File: src/rtl/acc_cpu_pkg.sv
package acc_cpu_pkg;

   typedef enum logic [2:0] {
      OP_LD  = 3'd0,
      OP_ST  = 3'd1,
      OP_LDI = 3'd2,
      OP_ADD = 3'd3,
      OP_AND = 3'd4,
      OP_NOT = 3'd5,
      OP_JMP = 3'd6,
      OP_JZ  = 3'd7
   } opcode_e;

   // micro-operation handed from the controller to the accumulator path
   typedef enum logic [2:0] {
      UOP_KEEP = 3'd0,
      UOP_MEM  = 3'd1,
      UOP_IMM  = 3'd2,
      UOP_SUM  = 3'd3,
      UOP_MASK = 3'd4,
      UOP_INV  = 3'd5
   } uop_e;

   typedef enum logic {
      ST_FETCH = 1'b0,
      ST_EXEC  = 1'b1
   } phase_e;

   function automatic logic [7:0] enc(opcode_e op, int unsigned fld);
      return {op, fld[4:0]};
   endfunction

   // built-in program
   function automatic logic [7:0] prog_word(int unsigned idx);
      logic [7:0] w;
      case (idx)
         0:  w = enc(OP_LDI, 5);
         1:  w = enc(OP_ST, 3);
         2:  w = enc(OP_LDI, 9);
         3:  w = enc(OP_ADD, 3);
         4:  w = enc(OP_ST, 4);
         5:  w = enc(OP_NOT, 4);
         6:  w = enc(OP_AND, 3);
         7:  w = enc(OP_JZ, 20);
         8:  w = enc(OP_LDI, 0);
         9:  w = enc(OP_JZ, 12);
         10: w = enc(OP_LDI, 31);
         11: w = enc(OP_LDI, 30);
         12: w = enc(OP_LD, 4);
         13: w = enc(OP_ADD, 4);
         14: w = enc(OP_ADD, 4);
         15: w = enc(OP_ST, 5);
         16, 17, 18, 19, 20, 21: w = enc(OP_ADD, 5);
         22: w = enc(OP_JMP, 24);
         23: w = enc(OP_LDI, 7);
         24: w = enc(OP_LDI, 31);
         25: w = enc(OP_ST, 6);
         26: w = enc(OP_LD, 6);
         27: w = enc(OP_NOT, 5);
         28: w = enc(OP_AND, 6);
         29: w = enc(OP_JMP, 31);
         30: w = enc(OP_LDI, 1);
         31: w = enc(OP_LDI, 3);
         default: w = enc(OP_JMP, 0);
      endcase
      return w;
   endfunction

endpackage

File: src/rtl/acc_cpu_ram.sv
module acc_cpu_ram #(
   parameter int DATA_W = 8,
   parameter int ADDR_W = 5
) (
   input  logic              clk,
   input  logic              rst,
   input  logic              we,
   input  logic [ADDR_W-1:0] addr,
   input  logic [DATA_W-1:0] wdata,
   output logic [DATA_W-1:0] rdata
);
   localparam int DEPTH = 1 << ADDR_W;

   logic [DATA_W-1:0] mem_q [DEPTH];

   always_ff @(posedge clk) begin
      if (we) mem_q[addr] <= wdata;
   end

   assign rdata = mem_q[addr];

   AST_STORE_LANDS: assert property (@(posedge clk) disable iff (rst)
      we |=> (addr != $past(addr)) || (rdata == $past(wdata)));

endmodule

File: src/rtl/acc_cpu_pcpath.sv
module acc_cpu_pcpath #(
   parameter int ADDR_W  = 5,
   parameter int INSTR_W = 8
) (
   input  logic               clk,
   input  logic               rst,
   input  logic               pc_inc,
   input  logic               pc_load,
   input  logic [ADDR_W-1:0]  target,
   output logic [ADDR_W-1:0]  pc,
   output logic [INSTR_W-1:0] instr
);
   localparam int DEPTH = 1 << ADDR_W;

   logic [INSTR_W-1:0] rom [DEPTH];

   for (genvar gi = 0; gi < DEPTH; gi++) begin : g_rom
      assign rom[gi] = INSTR_W'(acc_cpu_pkg::prog_word(gi));
   end

   always_ff @(posedge clk) begin
      if (rst)          pc <= '0;
      else if (pc_load) pc <= target;
      else if (pc_inc)  pc <= pc + ADDR_W'(1);
   end

   assign instr = rom[pc];

   AST_PC_RESET: assert property (@(posedge clk)
      rst |=> pc == '0);
   AST_PC_STEP: assert property (@(posedge clk) disable iff (rst)
      (pc_inc && !pc_load) |=> pc == $past(pc) + ADDR_W'(1));
   AST_PC_JUMP: assert property (@(posedge clk) disable iff (rst)
      pc_load |=> pc == $past(target));
   AST_PC_HOLD: assert property (@(posedge clk) disable iff (rst)
      (!pc_inc && !pc_load) |=> $stable(pc));

endmodule

File: src/rtl/acc_cpu_accpath.sv
module acc_cpu_accpath
   import acc_cpu_pkg::*;
#(
   parameter int DATA_W = 8,
   parameter int ADDR_W = 5
) (
   input  logic              clk,
   input  logic              rst,
   input  uop_e              uop,
   input  logic              acc_we,
   input  logic [ADDR_W-1:0] imm,
   input  logic [DATA_W-1:0] mem_rd,
   output logic [DATA_W-1:0] acc,
   output logic              acc_zero
);
   localparam int PAD_W = DATA_W - ADDR_W;

   logic [DATA_W-1:0] acc_d;

   always_comb begin
      case (uop)
         UOP_MEM:  acc_d = mem_rd;
         UOP_IMM:  acc_d = {{PAD_W{1'b0}}, imm};
         UOP_SUM:  acc_d = acc + mem_rd;
         UOP_MASK: acc_d = acc & mem_rd;
         UOP_INV:  acc_d = ~mem_rd;
         default:  acc_d = acc;
      endcase
   end

   always_ff @(posedge clk) begin
      if (rst)         acc <= '0;
      else if (acc_we) acc <= acc_d;
   end

   assign acc_zero = (acc == '0);

   AST_ACC_RESET: assert property (@(posedge clk)
      rst |=> acc == '0);
   AST_ACC_HOLD: assert property (@(posedge clk) disable iff (rst)
      !acc_we |=> $stable(acc));
   AST_ACC_IMM: assert property (@(posedge clk) disable iff (rst)
      (acc_we && uop == UOP_IMM) |=> acc == {{PAD_W{1'b0}}, $past(imm)});
   AST_ACC_INV: assert property (@(posedge clk) disable iff (rst)
      (acc_we && uop == UOP_INV) |=> (acc ^ $past(mem_rd)) == '1);

endmodule

File: src/rtl/acc_cpu_ctrl.sv
module acc_cpu_ctrl
   import acc_cpu_pkg::*;
#(
   parameter int OPC_W  = 3,
   parameter int ADDR_W = 5
) (
   input  logic                    clk,
   input  logic                    rst,
   input  logic [OPC_W+ADDR_W-1:0] instr,
   input  logic                    acc_zero,
   output logic                    in_exec,
   output opcode_e                 cur_op,
   output logic [ADDR_W-1:0]       field,
   output uop_e                    uop,
   output logic                    acc_we,
   output logic                    ram_we,
   output logic                    pc_inc,
   output logic                    pc_load
);
   localparam int INSTR_W = OPC_W + ADDR_W;

   phase_e             phase_q;
   logic [INSTR_W-1:0] ir_q;

   always_ff @(posedge clk) begin
      if (rst) begin
         phase_q <= ST_FETCH;
         ir_q    <= '0;
      end else if (phase_q == ST_FETCH) begin
         ir_q    <= instr;
         phase_q <= ST_EXEC;
      end else begin
         phase_q <= ST_FETCH;
      end
   end

   assign in_exec = (phase_q == ST_EXEC);
   assign cur_op  = opcode_e'(ir_q[INSTR_W-1 -: OPC_W]);
   assign field   = ir_q[ADDR_W-1:0];

   always_comb begin
      uop     = UOP_KEEP;
      acc_we  = 1'b0;
      ram_we  = 1'b0;
      pc_inc  = 1'b0;
      pc_load = 1'b0;
      if (in_exec) begin
         pc_inc = 1'b1;
         case (cur_op)
            OP_LD:  begin uop = UOP_MEM;  acc_we = 1'b1; end
            OP_ST:  ram_we = 1'b1;
            OP_LDI: begin uop = UOP_IMM;  acc_we = 1'b1; end
            OP_ADD: begin uop = UOP_SUM;  acc_we = 1'b1; end
            OP_AND: begin uop = UOP_MASK; acc_we = 1'b1; end
            OP_NOT: begin uop = UOP_INV;  acc_we = 1'b1; end
            OP_JMP: begin pc_inc = 1'b0; pc_load = 1'b1; end
            OP_JZ:  begin pc_inc = !acc_zero; pc_load = acc_zero; end
            default: ;
         endcase
      end
   end

   AST_PHASE_ALTERNATES: assert property (@(posedge clk) disable iff (rst)
      !in_exec |=> in_exec);
   AST_FETCH_QUIET: assert property (@(posedge clk) disable iff (rst)
      !in_exec |-> !(acc_we || ram_we || pc_inc || pc_load));
   AST_ONE_PC_ACTION: assert property (@(posedge clk) disable iff (rst)
      in_exec |-> $onehot({pc_inc, pc_load}));

endmodule

File: src/rtl/acc_cpu.sv
module acc_cpu
   import acc_cpu_pkg::*;
#(
   parameter int DATA_W = 8,
   parameter int ADDR_W = 5,
   parameter int OPC_W  = 3
) (
   input  logic              clk,
   input  logic              rst,
   output logic [ADDR_W-1:0] dbg_pc,
   output logic [DATA_W-1:0] dbg_acc
);
   localparam int INSTR_W = OPC_W + ADDR_W;

   if (DATA_W <= ADDR_W) begin : g_bad_data_w
      $error("acc_cpu: DATA_W must exceed ADDR_W");
   end
   if (OPC_W != 3) begin : g_bad_opc_w
      $error("acc_cpu: eight instructions need OPC_W of 3");
   end
   if (INSTR_W != 8) begin : g_bad_instr_w
      $error("acc_cpu: built-in program uses 8-bit words");
   end

   logic [INSTR_W-1:0] instr;
   logic [ADDR_W-1:0]  field;
   logic [DATA_W-1:0]  mem_rd;
   logic               in_exec, acc_zero, acc_we, ram_we, pc_inc, pc_load;
   opcode_e            cur_op;
   uop_e               uop;

   acc_cpu_ctrl #(.OPC_W(OPC_W), .ADDR_W(ADDR_W)) u_ctrl (
      .clk(clk), .rst(rst), .instr(instr), .acc_zero(acc_zero),
      .in_exec(in_exec), .cur_op(cur_op), .field(field), .uop(uop),
      .acc_we(acc_we), .ram_we(ram_we), .pc_inc(pc_inc), .pc_load(pc_load)
   );

   acc_cpu_pcpath #(.ADDR_W(ADDR_W), .INSTR_W(INSTR_W)) u_pc (
      .clk(clk), .rst(rst), .pc_inc(pc_inc), .pc_load(pc_load),
      .target(field), .pc(dbg_pc), .instr(instr)
   );

   acc_cpu_accpath #(.DATA_W(DATA_W), .ADDR_W(ADDR_W)) u_acc (
      .clk(clk), .rst(rst), .uop(uop), .acc_we(acc_we), .imm(field),
      .mem_rd(mem_rd), .acc(dbg_acc), .acc_zero(acc_zero)
   );

   acc_cpu_ram #(.DATA_W(DATA_W), .ADDR_W(ADDR_W)) u_ram (
      .clk(clk), .rst(rst), .we(ram_we), .addr(field),
      .wdata(dbg_acc), .rdata(mem_rd)
   );

   AST_JZ_TAKEN: assert property (@(posedge clk) disable iff (rst)
      (in_exec && cur_op == OP_JZ && dbg_acc == '0) |=> dbg_pc == $past(field));
   AST_JUMP_KEEPS_ACC: assert property (@(posedge clk) disable iff (rst)
      (in_exec && (cur_op == OP_JMP || cur_op == OP_JZ || cur_op == OP_ST))
      |=> $stable(dbg_acc));

endmodule

File: config.mk
export PLATFORM = sky130hd
export DESIGN_NAME = acc_cpu
export DESIGN_NICKNAME = d
export VERILOG_FILES = /design/src/rtl/acc_cpu_pkg.sv /design/src/rtl/acc_cpu_ram.sv /design/src/rtl/acc_cpu_pcpath.sv /design/src/rtl/acc_cpu_accpath.sv /design/src/rtl/acc_cpu_ctrl.sv /design/src/rtl/acc_cpu.sv
export SDC_FILE = /design/constraint.sdc
export NUM_CORES = 1
export LEC_CHECK = 0
export CORE_MARGIN = 5
export CORE_UTILIZATION = 41
export DETAILED_ROUTE_END_ITERATION = 16
export DONT_BUFFER_PORTS = 1
export PLACE_DENSITY = 0.59
export SLEW_MARGIN = 20
export SYNTH_ARGS = -nofsm -noshare
export SYNTH_HDL_FRONTEND = slang
export SYNTH_SLANG_ARGS = --single-unit
File: constraint.sdc
create_clock -name clk -period 2.8 [get_ports clk]
set_input_delay 0.7 -clock clk [delete_from_list [all_inputs] [get_ports clk]]
set_output_delay 0.7 -clock clk [all_outputs]
set_load 0.02 [all_outputs]
==> results.tsv, run 1 <==
metric	value	unit
sequential power share	0.490	
CTS Buf Count	29	
period utilization	1.135	
delay-heaviest family, CP	simple AND/OR/NAND/NOR gates	
power density cells	619.2	nW/um2
global route overflow	0	
Critical R2R Launch	u_ctrl.ir_q[1]	
Yosys reg bits	278	
CP bufs+invs	3	
Place WS	-634.3	ps
nets	1016	
R2R depth	14	
worst min-delay path class	input pin to register	
Post-synth EDFFs	256	
Placer Congestion	0.8434	
initial antenna violation count	0	
Max IR drop VDD	0.4414	mV
CTS tree	done	
area grow syn2layout	27.61	%
cts-stage hold buffer count	0	
M1 wire length	14510	um
Mapped Area	12070	um2
DRT Pass-1 Iters	6	
number of distinct library cells after synthesis	62	
routed length per placed instance	24.03	um
CTS sink count	278	
syn_nets	847	
CP max FO	8	
fin area	15410	um2
CP peak stage delay	400	ps
Leakage Power	0.005270	uW
CP endpoint kind	register	
die area	32980	um2
max-cap viol count	0	
Gate Count Post-Synth	828	
CP Cell Sequence	buf_12 -> buf_16 -> mux2i_4 -> o22ai_2 -> nor4_4 -> buf_4 -> nand2_4 -> ha_4 -> a211oi_4 -> o21bai_2 -> a211oi_2 -> or3_1 -> a21oi_2 -> o221a_1	
Final Skew	10.80	ps
top layer in use	met4	
met3 wire length	2055	um
CP Class	register to register	
Worst Hold Path EP	u_ctrl.ir_q[2]	
num ports	15	
# diodes	0	
Final ANT Viol Nets	0	
dpl cell area	13470	um2
CP required	3290	ps
Die W	181.6	um
top post-synthesis cells by count	edfxtp_1 (256), mux2i_1 (135), nor2_1 (73)	
Clk pwr share	0.379	
worst setup margin	-379.2	ps
Core Area	28860	um2
switching part of the total	0.2376	
proportion of netlist area held by the largest area contributor	0.6367	
Post-Syn Area per Cell	14.58	um2
Yosys top cell by area	edfxtp_1	
FFs w/ async S/R, synth	0	
port bufs	0	
fin. max-slew vios	0	
startpoint types	register	
prevailing post-synth register cell	edfxtp_1	
Initial Utilization	0.4184	
Yosys Warn Count	0	
vias in the first global route	7765	
GRT Overall Usage	0.1967	
fin util	0.5339	
share of layout cells above drive strength 1	0.3317	
row count	62	
RSZ-0062 raised after global routing	true	
min Tclk post-route	3179	ps
most common cell in the netlist	edfxtp_1	
CP max-delay cell	nor4_4	
met2 wire len	15980	um
Worst Setup SP	u_ctrl.ir_q[1]	
status	complete, but fails checks	
R2R Setup Slk	-380	ps
Post-route DRC	0	
worst-skew pair later-pin latency	540	ps
first-pass GRT wire length	49630	um
vias post-DR	7867	
Final Hold Vio Count	0	
hold wc startpoint	rst	
Slew headroom	0.4763	
sw power	2267	uW
Max Freq	0.3145	GHz
routed vias/inst	5.607	
Worst Max-Slew Pin Slew	784.4	ps
largest net degree at the start of global routing	39	
CTS Root Cell	clkbuf_16	
Routed WL	33720	um
Clock transition at path regs	60	ps
Hold Path Depth	1	
Starting DRT DRC Count	684	
P_int	7273	uW
failing checks	setup timing	
Die Ht	181.6	um
dpl hpwl	21360	um
r2r endpoint	u_acc.acc[7]	
CTS Buffer Depth	3	
combinational fraction of design power	0.131	
setup violators final	7	
main area contributors after synthesis	edfxtp_1 (64%), mux2i_1 (11%), dfxtp_1 (3.6%)	
sequential share of the synthesized area	0.6732	
htree depth	1	
WP data arrival	3670	ps
==> repair_timing <==
action                                  in CTS  in global routing
gates resized for setup                     74                 45
cloned                                       4                  2
endpoints found under the setup margin       7                  7
pin swaps                                   26                 21
setup buffers                               19                 13
==> how the worst max path moves through the flow <==
stage	end	slack, ps	cells after the start
3_5_place_dp	u_acc.acc[7]	-630	12
4_1_cts	u_acc.acc[7]	-340	15
2_1_floorplan	u_acc.acc[6]	9	15
3_3_place_gp	u_acc.acc[7]	-600	13
5_1_grt	u_acc.acc[7]	-500	14
6_report	u_acc.acc[7]	-380	14
==> cell families after synthesis <==
logic type               count (synthesis)  share of synthesized area
AND/OR/NAND/NOR                        176                    0.07897
adder cells (fa/ha/maj)                 17                    0.01824
XOR/XNOR                                 3                   0.002177
flip-flops                             278                     0.6732
buffers and inverters                   66                    0.03026
multiplexers                           138                     0.1147
AO/OA/AOI/OAI                          150                    0.08239
==> registers in the layout (all words and copies together), names as in the netlist <==
register        count
u_acc.acc           8
u_pc.pc             5
u_ram.mem_q       256
u_ctrl.ir_q         8
u_ctrl.in_exec      1
==> worst register-to-register path, stage by stage, from the launching register on <==
cell and delay [ps]:
dfxtp_4 380, buf_12 170, buf_16 170, mux2i_4 270
o22ai_2 130, nor4_4 400, buf_4 190, nand2_4 60
ha_4 290, a211oi_4 50, o21bai_2 200, a211oi_2 100
or3_1 390, a21oi_2 130, o221a_1 190
==> power by group through the flow <==
stage | sequential, uW | clock (uW) | combinational (uW)
floorplan | 4820 | 0 | 528
global placement | 4760 | 0 | 993
detailed placement | 4760 | 0 | 1000
CTS | 4680 | 3680 | 1160
global route | 4680 | 3860 | 1340
finish | 4680 | 3620 | 1250
==> area by class of cell <==
class,count,area [um2]
well taps,384,480.5
clock inverters,3,15.01
clock buffers,50,874.6
flip-flops and latches,278,8138
repair buffers,192,1699
multi-input cells,484,4154
inverters,12,45.04
fillers,2359,13450
==> cells in the final DEF, fill, tap and decap left out, types with 6 or more instances in the layout <==
cell type,n
clkbuf_8,7
o22ai_1,41
buf_6,6
clkbuf_1,14
edfxtp_1,256
ha_1,12
nor4_4,6
nor2_1,73
clkbuf_16,31
mux2i_1,116
mux2i_2,13
buf_16,7
nor4_2,7
mux2i_4,6
inv_1,10
o21ai_0,12
o22ai_2,22
a21oi_1,26
a31oi_1,6
dfxtp_1,16
nand2_1,22
nand2_2,6
buf_4,171
==> per-layer routing <==
metal  GRT usage  up-vias
met5           0        -
met4     0.06274        0
met3     0.03321       63
met2      0.3131      248
met1      0.2770     3975
li1            -     3581
==> stage by stage <==
step	TNS (ps)	power, uW	hold WS [ps]	std cells
floorplan	0	5352	653.0	828
global placement	-3149	5754	447.4	1314
detailed placement	-3247	5765	450.2	1314
CTS	-1489	9522	204.0	1389
global route	-2523	9882	205.3	1403
finish	-1716	9539	219.2	1403
Note: power is estimated with default switching activity, not from simulation.
==> run 2: changes to the inputs <==
--- a/config.mk
+++ b/config.mk
@@ -5,11 +5,12 @@
 export SDC_FILE = /design/constraint.sdc
 export NUM_CORES = 1
 export LEC_CHECK = 0
+export BUFFER_PORTS_ARGS = -buffer_cell sky130_fd_sc_hd__buf_4
 export CORE_MARGIN = 5
 export CORE_UTILIZATION = 41
+export CTS_BUF_LIST = sky130_fd_sc_hd__clkbuf_8
 export DETAILED_ROUTE_END_ITERATION = 16
-export DONT_BUFFER_PORTS = 1
-export PLACE_DENSITY = 0.59
+export PLACE_DENSITY = 0.57
 export SLEW_MARGIN = 20
 export SYNTH_ARGS = -nofsm -noshare
 export SYNTH_HDL_FRONTEND = slang
==> results.tsv, run 2 (synthesis results as in run 1) <==
metric	value	unit	change
DRT Pass-1 Iters	5		-1
CTS Buf Count	48		+66%
crit path to	u_acc.acc[5]		
Total Power	9403	uW	-1.4%
RSZ-0062 raised after global routing	true		
failing checks	setup timing		
Die W	181.6	um	unchanged
min Tclk post-route	3162	ps	-16.78 ps
R2R Setup Slk	-360	ps	+20 ps
fin. max-slew vios	0		unchanged
dpl hpwl	22420	um	+5.0%
vias post-DR	8038		+2.2%
Final ANT Viol Nets	0		unchanged
CP max FO	7		-1
worst min-delay path class	input pin to register		
CP required	3240	ps	-50 ps
CP endpoint kind	register		
share of layout cells above drive strength 1	0.3449		+0.01316
most common cell after layout, fill and taps aside	edfxtp_1		
Worst Setup SP	u_ctrl.ir_q[1]		
setup violators final	7		unchanged
Max IR drop VDD	0.4241	mV	-3.9%
routed vias/inst	5.528		-1.4%
cts-stage hold buffer count	0		unchanged
Critical R2R Launch	u_ctrl.ir_q[1]		
most frequent cells in the layout	edfxtp_1 (256), buf_4 (197), mux2i_1 (118)		
CTS Root Cell	clkbuf_8		
fin util	0.5329		-0.0009540
worst-skew pair later-pin latency	580	ps	+40 ps
CTS tree	done		
WP data arrival	3600	ps	-70 ps
Post-route DRC	0		unchanged
vias in the first global route	7922		+2.0%
Routed WL	33720	um	about the same
Core Area	28860	um2	unchanged
port bufs	14		+14
routed length per placed instance	23.19	um	-3.5%
Starting DRT DRC Count	719		+5.1%
GRT Overall Usage	0.2008		+0.004118
period utilization	1.129		-0.005993
num ports	15		unchanged
CP Class	register to register		
status	complete, but fails checks		
initial antenna violation count	0		unchanged
row count	62		unchanged
Leakage Power	0.005349	uW	+1.5%
Clock transition at path regs	50	ps	about the same
R2R depth	16		+2
Placer Congestion	0.9160		+8.6%
Die Ht	181.6	um	unchanged
htree depth	2		+1
max FFs per register	256		unchanged
CTS sink count	278		unchanged
worst setup margin	-362.4	ps	+16.78 ps
Worst Max-Slew Pin Slew	813.3	ps	+28.87 ps
global route overflow	0		unchanged
area grow syn2layout	27.38	%	
first-pass GRT wire length	49960	um	+0.67%
Initial Utilization	0.4184		unchanged
Slew headroom	0.4571		-0.01927
Final Hold Vio Count	0		unchanged
nets	1056		+3.9%
largest net degree at the start of global routing	36		-7.7%
r2r endpoint	u_acc.acc[5]		
die area	32980	um2	unchanged
startpoint types	register		
Top reg by flops	u_ram.mem_q		
power density cells	611.5	nW/um2	-1.3%
largest registers	u_ram.mem_q x256, u_acc.acc x8, u_ctrl.ir_q x8		
Max Freq	0.3162	GHz	+0.53%
CTS Buffer Depth	3		unchanged
Final Skew	30.25	ps	+19.45 ps
# diodes	0		unchanged
max-cap viol count	0		unchanged
run 2: worst max-delay path: stages, from the launching register on:
cell,delay [ps]
dfxtp_4,430
buf_12,140
buf_12,110
mux2i_2,210
buf_4,160
o22ai_4,70
nor4_4,370
nand2_2,130
ha_4,190
buf_6,120
a211oi_4,240
o21bai_2,120
buf_4,150
a21oi_4,120
xor2_1,150
nor2_1,50
o221a_1,250
run 2: worst min-delay path by stage:
| stage | end | start | slack, ps | depth (start not counted) |
|---|---|---|---|---|
| after floorplan | u_ctrl.ir_q[7] | u_ctrl.ir_q[7] | 650 | 3 |
| after global placement | u_pc.pc[3] | u_pc.pc[3] | 560 | 2 |
| after detailed placement | u_pc.pc[3] | u_pc.pc[3] | 570 | 2 |
| after CTS | u_ctrl.in_exec | rst | 440 | 2 |
| after global routing | u_pc.pc[4] | rst | 480 | 2 |
| final | u_ctrl.in_exec | rst | 480 | 2 |
run 2: stage by stage:
step	hold slack (ps)	instance area [um2]	worst slack, ps	TNS, ps	instances
after floorplan	653.0	12110	8.802	0	828
after global placement	555.3	13690	-643.3	-3728	1344
after detailed placement	570.1	13690	-671.6	-3709	1344
after CTS	443.2	15100	-357.8	-1578	1445
after global routing	484.5	15380	-437.4	-2382	1454
final	480.5	15380	-362.4	-1717	1454
run 2: metal layers:
layer,routed length [um],global-route usage,part of all wire,vias to the layer above
met5,0,0,0,-
met4,1026,0.06905,0.030,0
met3,2221,0.04022,0.066,76
met2,15920,0.3171,0.47,271
met1,14550,0.2788,0.43,4024
li1,-,-,-,3667
run 2: layout make-up:
| class | instances | area [um2] |
|---|---|---|
| clock buffers | 50 | 688.2 |
| clock inverters | 33 | 210.2 |
| fillers | 2441 | 13480 |
| inverters | 12 | 47.55 |
| multi-input cells | 484 | 4063 |
| flip-flops and latches | 278 | 8144 |
| well taps | 384 | 480.5 |
| repair buffers | 213 | 1745 |
run 2: repair_timing:
| item | in CTS | in global routing |
|---|---|---|
| setup buffers | 18 | 9 |
| pin swaps | 24 | 17 |
| gates resized for setup | 68 | 36 |
| cloned | 1 | 0 |
| setup endpoints to repair | 8 | 7 |
| hold endpoints to repair | 0 | 0 |
run 2: where the power goes:
group | total, uW | internal, uW | switching [uW]
clock | 3450 | 1840 | 1610
combinational | 1270 | 559 | 706
sequential | 4690 | 4630 | 53.4
total | 9400 | 7030 | 2370
